--- config.mk ---
export PLATFORM = sky130hd
export DESIGN_NAME = rx_payload_out
export DESIGN_NICKNAME = d
export VERILOG_FILES = /design/src/rtl/rx_payload_out.sv
export SDC_FILE = /design/constraint.sdc
export NUM_CORES = 1
export LEC_CHECK = 0
export BUFFER_PORTS_ARGS = -buffer_cell sky130_fd_sc_hd__buf_2
export CAP_MARGIN = 20
export CORE_MARGIN = 3
export CORE_UTILIZATION = 42
export CTS_BUF_LIST = sky130_fd_sc_hd__clkbuf_16
export CTS_CLUSTER_DIAMETER = 40
export DETAILED_ROUTE_END_ITERATION = 10
export GPL_TIMING_DRIVEN = 0
export PLACE_DENSITY = 0.7
export SLEW_MARGIN = 10
export SYNTH_ARGS = -nofsm -noshare
export SYNTH_HDL_FRONTEND = slang
export SYNTH_SLANG_ARGS = --single-unit
--- constraint.sdc ---
create_clock -name clk -period 3.12 [get_ports clk]
set_input_delay 0.624 -clock clk [delete_from_list [all_inputs] [get_ports clk]]
set_output_delay 0.624 -clock clk [all_outputs]
set_load 0.02 [all_outputs]
--- src/rtl/rx_payload_out.sv ---
module rx_payload_out #(
  parameter int NIB_W = 4
) (
  input  logic             clk,
  input  logic             rst_n,
  input  logic             nib_mode,
  input  logic             in_bit,
  input  logic             in_valid,
  input  logic             in_oh,
  output logic             ser_data,
  output logic             oh_ind,
  output logic             gap_clk,
  output logic [NIB_W-1:0] nib_data,
  output logic             nib_stb
);
  localparam int CW = (NIB_W > 2) ? $clog2(NIB_W) : 1;
  localparam logic [CW-1:0] LAST = CW'(NIB_W - 1);

  logic             gap_en;
  logic [NIB_W-2:0] sh;
  logic [CW-1:0]    cnt;
  logic [NIB_W-1:0] nxt;
  logic             take;

  // serial path, launched on the rising edge
  always_ff @(posedge clk or negedge rst_n) begin
    if (!rst_n) begin
      ser_data <= 1'b0;
      oh_ind   <= 1'b0;
    end else if (nib_mode) begin
      ser_data <= 1'b0;
      oh_ind   <= 1'b0;
    end else if (in_valid) begin
      ser_data <= in_bit;
      oh_ind   <= in_oh;
    end
  end

  // gate enable moves only while clk is low
  always_ff @(negedge clk or negedge rst_n) begin
    if (!rst_n) gap_en <= 1'b0;
    else        gap_en <= !nib_mode && in_valid && !in_oh;
  end

  assign gap_clk = clk & gap_en;

  // nibble path, launched on the falling edge
  assign take = nib_mode && in_valid && !in_oh;
  assign nxt  = {sh, in_bit};

  always_ff @(negedge clk or negedge rst_n) begin
    if (!rst_n) begin
      sh       <= '0;
      cnt      <= '0;
      nib_data <= '0;
      nib_stb  <= 1'b0;
    end else if (!nib_mode) begin
      sh       <= '0;
      cnt      <= '0;
      nib_data <= '0;
      nib_stb  <= 1'b0;
    end else begin
      nib_stb <= 1'b0;
      if (take) begin
        sh <= nxt[NIB_W-2:0];
        if (cnt == LAST) begin
          cnt      <= '0;
          nib_data <= nxt;
          nib_stb  <= 1'b1;
        end else begin
          cnt <= cnt + 1'b1;
        end
      end
    end
  end


  ser_capture_chk: assert property (@(posedge clk) disable iff (!rst_n)
    (!nib_mode && in_valid) |=> (ser_data == $past(in_bit) && oh_ind == $past(in_oh)));


  ser_quiet_chk: assert property (@(posedge clk) disable iff (!rst_n)
    $past(nib_mode) |-> (!ser_data && !oh_ind));


  nib_quiet_chk: assert property (@(posedge clk) disable iff (!rst_n)
    !nib_mode |-> (nib_data == '0 && !nib_stb));


  gap_payload_chk: assert property (@(negedge clk) disable iff (!rst_n)
    gap_clk |-> !oh_ind);


  stb_single_chk: assert property (@(negedge clk) disable iff (!rst_n)
    nib_stb |=> !nib_stb);


  stb_hold_chk: assert property (@(negedge clk) disable iff (!rst_n)
    !nib_stb && nib_mode |=> (nib_stb || $stable(nib_data) || !nib_mode));
endmodule

==> impl_metrics.yaml, run 1 <==
logic_synthesis:
  synthMuxAreaShare: 0.0364
  synth_fa_ha_area_frac: 0.0227
  synth-compound-area-share: 0.0909
  synth-simple-area-share: 0.223
  synth_nets: 59
  synth_top_area_cell: "dfrtn_1"
  synthCells: 52
  ys_seq_elements: 13
  yosysUniqueCellTypes: 17
  syn_area_per_cell_um2: 10.6
  synth_area_leaders: "dfrtn_1 50%, dfrtp_1 9.1%, nand2_1 8.2%"
  synth_warnings: 0
  yosysSeqAreaShare: 0.591
  synth_area_um2: 551
  synth_top_area_frac: 0.500
  synth_top_family_by_area: "simple AND/OR/NAND/NOR gates"
  synth_xor_area_frac: 0.0159
power_and_ir_drop:
  pwr_density_cell_mw_per_mm2: 746
  peakVddDrop_mv: 0.461
  power_leakage_nw: 0.433
  power_mw: 0.635
detailed_routing:
  drt.antenna.violating_nets: 0
  wl_um: 1190
  drtPass1Iterations: 4
  drt-initial-drc-count: 7
  via_count: 441
  drc: 0
  wire_per_inst_um: 13.4
  vias_per_cell: 4.96
outcome:
  outcome: "finished with violations"
  violations: "setup timing"
critical_path:
  critPathKind: "reg2out"
  slowest_delay_ns: 0.38
  endpoint_kind: "primary output"
  startpoint_type: "flop"
  cpMaxStageDelayCell: "dfrtn_1"
  path_max_fanout: 1
  critical_path_arrival_ns: 2.58
  cp_top_family: "flip-flops"
  cp_cell_sequence: "and2_4 -> buf_6"
  worst-path-buf-inv: 1
  cp.required_ns: 2.50
layout:
  fin_nets: 83
  mostFrequentLayoutCell: "nand2_1"
  nFillCells: 84
  final_cell_mix: "12 x nand2_1, 11 x dfrtn_1, 6 x clkbuf_16, 6 x buf_2, 6 x buf_6"
  final_layout_size_suffix_gt1_frac: 0.347
  syn2layout_area_growth_pct: 54.8
  num_antenna_cells: 0
floorplanning:
  ios: 14
  die_h_um: 42.2
  dieArea_mm2: 0.00178
  die_w_um: 42.2
  coreArea_mm2: 0.00117
  core.rowCount: 12
  initial_utilization: 0.470
timing:
  relSlewSlack: 0.778
  setup_viol: 6
  setup_tns_ns: -0.118
  rsz0062_at_grt: "yes"
  worst_slack_ns: -0.0798
  finClkSkew_ns: 0.000896
  tightestPinTransition_ns: 0.333
  slew_viol_final: 0
  hold_violations: 0
cts:
  holdBufCountCts: 0
  tritoncts: "yes"
  clkLatencyLatePin_ns: 0.40
  clk_pin_slew_worst_paths_ns: 0.04
global_route:
  grt_max_degree: 14
  track_usage: 0.166
  gr-total-overflow: 0
  antenna_found_initial: 0
  grt_pass1_vias: 462
  grt_pass1_wl_um: 1920
placed_design:
  place_worst_setup_slack_ns: 0.146
  dp_hpwl_um: 685
  gp_congestion: 0.765
  port_buffers: 12
run:
  max_cap_violations: 0
hold_path:
  hp-class: "in2async"
synth_stat cells, drive strengths merged:
library cell,count
clkbuf,1
ha,1
nand2,12
dfrtp,2
and2b,1
nor2,3
xnor2,1
nand3,4
buf,1
a21boi,4
nand3b,1
and3,1
o21ai,4
and2,2
mux2i,2
dfrtn,11
nand2b,1
routing by layer:
layer  global-route usage  wire length [um]
met3                0.120                85
met1                0.157               517
met2                0.219               558
met4                0.174                31
met5                    0                 0
flip-flops by register name, summed over array words and instances, names as in the netlist:
signal / count
cnt: 2
gap_en: 1
nib_data: 4
nib_stb: 1
oh_ind: 1
ser_data: 1
sh: 3
stage by stage:
step           utilization  instances  hold WS [ns]  instance area, um2
3_5_place_dp         0.536         78         0.455                 628
3_3_place_gp         0.536         78         0.450                 628
4_1_cts              0.702         86         0.163                 822
6_report             0.728         89         0.157                 852
2_1_floorplan            -         52         0.328                 551
5_1_grt              0.728         89         0.174                 852
power breakdown:
part	leakage, nW	internal, mW	switching (mW)
Sequential	0.178	0.175	0.00250
Combinational	0.165	0.0109	0.0165
Clock	0.0898	0.337	0.0935
cell families after synthesis:
| logic type | count (synthesis) |
|---|---|
| buffers and inverters | 2 |
| AOI/OAI and AO/OA | 8 |
| muxes | 2 |
| and+or+nand+nor | 25 |
| DFF | 13 |
| adders and majority gates | 1 |
| xor gates and xnor gates | 1 |
timing repair:
action                                  4_1_cts  5_1_grt
buffers inserted                              1        3
gates resized for setup                      11        2
endpoints found under the setup margin        7        7
final timing paths:
check | slack [ns] | startpoint | cells past startpoint | to
max | -0.08 | gap_en$_DFF_NN0_ | 2 | gap_clk
max in group asynchronous | 1.31 | rst_n | 1 | cnt[1]$_DFFE_NN0P_
min in group clk | 0.51 | sh[1]$_DFFE_NN0P_ | 2 | sh[2]$_DFFE_NN0P_
max reg2reg | 1.94 | cnt[0]$_DFFE_NN0P_ | 4 | nib_data[3]$_DFFE_NN0P_
min reg2reg | 0.51 | sh[1]$_DFFE_NN0P_ | 2 | sh[2]$_DFFE_NN0P_
min | 0.16 | rst_n | 1 | ser_data$_DFFE_PN0P_
area by class of cell:
cell class | instances | area [um2] | area share
well taps | 14 | 17.5 | 0.0206
plain buffers | 2 | 11.3 | 0.0132
clock inverters | 1 | 3.75 | 0.00441
repair buffers | 15 | 116 | 0.137
clock buffers | 7 | 161 | 0.189
flip-flops and latches | 13 | 325 | 0.382
multi-input cells | 37 | 216 | 0.254
(Power assumes the default switching activity.)
==> run 2, diff against run 1 <==
--- a/config.mk
+++ b/config.mk
@@ -5,15 +5,17 @@
 export SDC_FILE = /design/constraint.sdc
 export NUM_CORES = 1
 export LEC_CHECK = 0
+export ABC_AREA = 1
+export ABC_CLOCK_PERIOD_IN_PS = 3120
 export BUFFER_PORTS_ARGS = -buffer_cell sky130_fd_sc_hd__buf_2
-export CAP_MARGIN = 20
+export CAP_MARGIN = 30
 export CORE_MARGIN = 3
 export CORE_UTILIZATION = 42
 export CTS_BUF_LIST = sky130_fd_sc_hd__clkbuf_16
 export CTS_CLUSTER_DIAMETER = 40
 export DETAILED_ROUTE_END_ITERATION = 10
 export GPL_TIMING_DRIVEN = 0
-export PLACE_DENSITY = 0.7
+export PLACE_DENSITY = 0.69
 export SLEW_MARGIN = 10
 export SYNTH_ARGS = -nofsm -noshare
 export SYNTH_HDL_FRONTEND = slang
==> impl_metrics.yaml, run 2 <==
floorplanning:
  core.rowCount: 12
  initial_utilization: 0.486
  die_w_um: 43.3
  coreArea_mm2: 0.00120
  ios: 14
  die_h_um: 43.3
  dieArea_mm2: 0.00187
power_and_ir_drop:
  power_mw: 0.637
  peakVddDrop_mv: 0.462
  pwr_density_cell_mw_per_mm2: 720
  power_leakage_nw: 0.523
detailed_routing:
  vias_per_cell: 4.93
  wire_per_inst_um: 12.4
  wl_um: 1250
  drtPass1Iterations: 4
  drt-initial-drc-count: 8
  drc: 0
  via_count: 498
  drt.antenna.violating_nets: 0
logic_synthesis:
  synth_common_cells: "20 x nand2_1, 11 x dfrtn_1, 10 x inv_1"
  synth-edff-count: 0
  synth_warnings: 0
  synth_ff_type: "dfrtn_1"
  synth_nets: 70
  synth_top_area_frac: 0.471
  synthCells: 63
  synth_area_leaders: "dfrtn_1 47%, nand2_1 13%, dfrtp_1 8.6%"
  synth_area_um2: 584
  synth_top_area_cell: "dfrtn_1"
  yosys.cell_count.top_type: "nand2_1"
  yosysUniqueCellTypes: 16
  async_flop_share: 1.00
  yosysSeqAreaShare: 0.557
  ys_seq_elements: 13
  syn_area_per_cell_um2: 9.27
placed_design:
  dp_hpwl_um: 742
  dp.cells: 90
  place_worst_setup_slack_ns: 0.150
  gp_congestion: 0.742
  port_buffers: 13
global_route:
  gr-total-overflow: 0
  track_usage: 0.155
  grt_pass1_wl_um: 2030
  grt_max_degree: 14
  grt_pass1_vias: 496
  antenna_found_initial: 0
layout:
  num_antenna_cells: 0
  final_layout_size_suffix_gt1_frac: 0.322
  final_cells: 101
  largestRegisters: "nib_data: 4 flops, sh: 3 flops, cnt: 2 flops"
  final_cell_mix: "20 x nand2_1, 11 x inv_1, 11 x dfrtn_1"
  largest_register: "nib_data"
  mostFrequentLayoutCell: "nand2_1"
  largest_reg_flops: 4
  syn2layout_area_growth_pct: 51.4
  fin_nets: 95
timing:
  tightestPinTransition_ns: 0.295
  finClkSkew_ns: 0.00166
  rsz0062_at_grt: "yes"
  slew_viol_final: 0
  worst_slack_ns: -0.0629
  whs_ns: 0.155
  hold_violations: 0
  relSlewSlack: 0.803
  setup_viol: 5
critical_path:
  path_max_fanout: 1
  cpMaxStageDelayCell: "dfrtn_1"
  slowest_delay_ns: 0.38
  critPathKind: "reg2out"
  cp_cell_sequence: "nand2_1 -> inv_1 -> buf_6"
  cp.required_ns: 2.50
  startpoint_type: "flop"
  critical_path_arrival_ns: 2.56
  endpoint_kind: "primary output"
  startpoint: "gap_en$_DFF_NN0_"
  reg2reg_from: "cnt[0]$_DFFE_NN0P_"
cts:
  clkLatencyLatePin_ns: 0.40
  clk_pin_slew_worst_paths_ns: 0.04
  holdBufCountCts: 0
  tritoncts: "yes"
run:
  max_cap_violations: 0
outcome:
  outcome: "finished with violations"
  violations: "setup timing"
hold_path:
  hp-class: "in2async"
[run 2: changes by cell type after synthesis, sizes merged, moves of 2 or more]
cell,change
nand3,+4
and2,-2
a21boi,-4
inv,+10
mux2i,-2
nand2,+8
o22ai,+2
[run 2: worst max-delay path: cells and delay by family, from the launching register on]
kind	cells	cell delay [ns]
buf+inv	2	0.17
flops	1	0.38
simple gates	1	0.05
[run 2: stage by stage]
| stage | setup TNS, ns | utilization | instance area [um2] |
|---|---|---|---|
| after floorplan | 0 | - | 584 |
| after detailed placement | 0 | 0.555 | 667 |
| after CTS | -0.117 | 0.722 | 867 |
| after global placement | 0 | 0.555 | 667 |
| final | -0.111 | 0.736 | 885 |
| after global routing | -0.249 | 0.736 | 885 |
[run 2: final timing paths]
path | slack [ns] | cells past startpoint | end
worst max-delay path | -0.06 | 3 | gap_clk
worst min-delay path | 0.16 | 1 | oh_ind$_DFFE_PN0P_
worst max register to register | 1.94 | 4 | nib_data[2]$_DFFE_NN0P_
worst min register to register | 0.43 | 2 | sh[2]$_DFFE_NN0P_
max in group asynchronous | 1.31 | 1 | nib_data[1]$_DFFE_NN0P_
min in group clk | 0.43 | 2 | sh[2]$_DFFE_NN0P_
[run 2: final cells by class]
| class | instances | area, um2 |
|---|---|---|
| clock inverters | 2 | 7.51 |
| repair buffers | 16 | 118 |
| multi-input cells | 39 | 210 |
| flip-flops and latches | 13 | 325 |
| plain buffers | 1 | 11.3 |
| inverters | 9 | 33.8 |
| well taps | 14 | 17.5 |
| clock buffers | 7 | 161 |
| fillers | 81 | 317 |
[run 2: repair_timing]
action                                  CTS  global route
setup buffers                             2             2
gates resized for setup                  10             1
cloned                                    0             0
endpoints found under the setup margin    6             7
[run 2: logic make-up (layout without fill, tap and decap cells)]
logic type / count (synthesis) / in the layout / synth area share
and+or+nand+nor: 33 / 33 / 0.291
AOI/OAI and AO/OA: 5 / 5 / 0.0471
DFF: 13 / 13 / 0.557
adders and majority gates: 1 / 1 / 0.0214
buffers and inverters: 11 / 35 / 0.0835
[run 2: report_power, final]
part / total [mW] / switching (mW) / internal, mW
registers: 0.177 / 0.00223 / 0.175
clock network: 0.431 / 0.0954 / 0.336
logic: 0.0287 / 0.0192 / 0.00951
total: 0.637 / 0.117 / 0.520
[run 2: per-layer routing]
| layer | vias up | share of wire | track usage |
|---|---|---|---|
| li1 | 248 | - | - |
| met2 | 18 | 0.46 | 0.209 |
| met1 | 228 | 0.46 | 0.186 |
| met3 | 4 | 0.064 | 0.0763 |
| met4 | 0 | 0.019 | 0.114 |
| met5 | - | 0 | 0 |
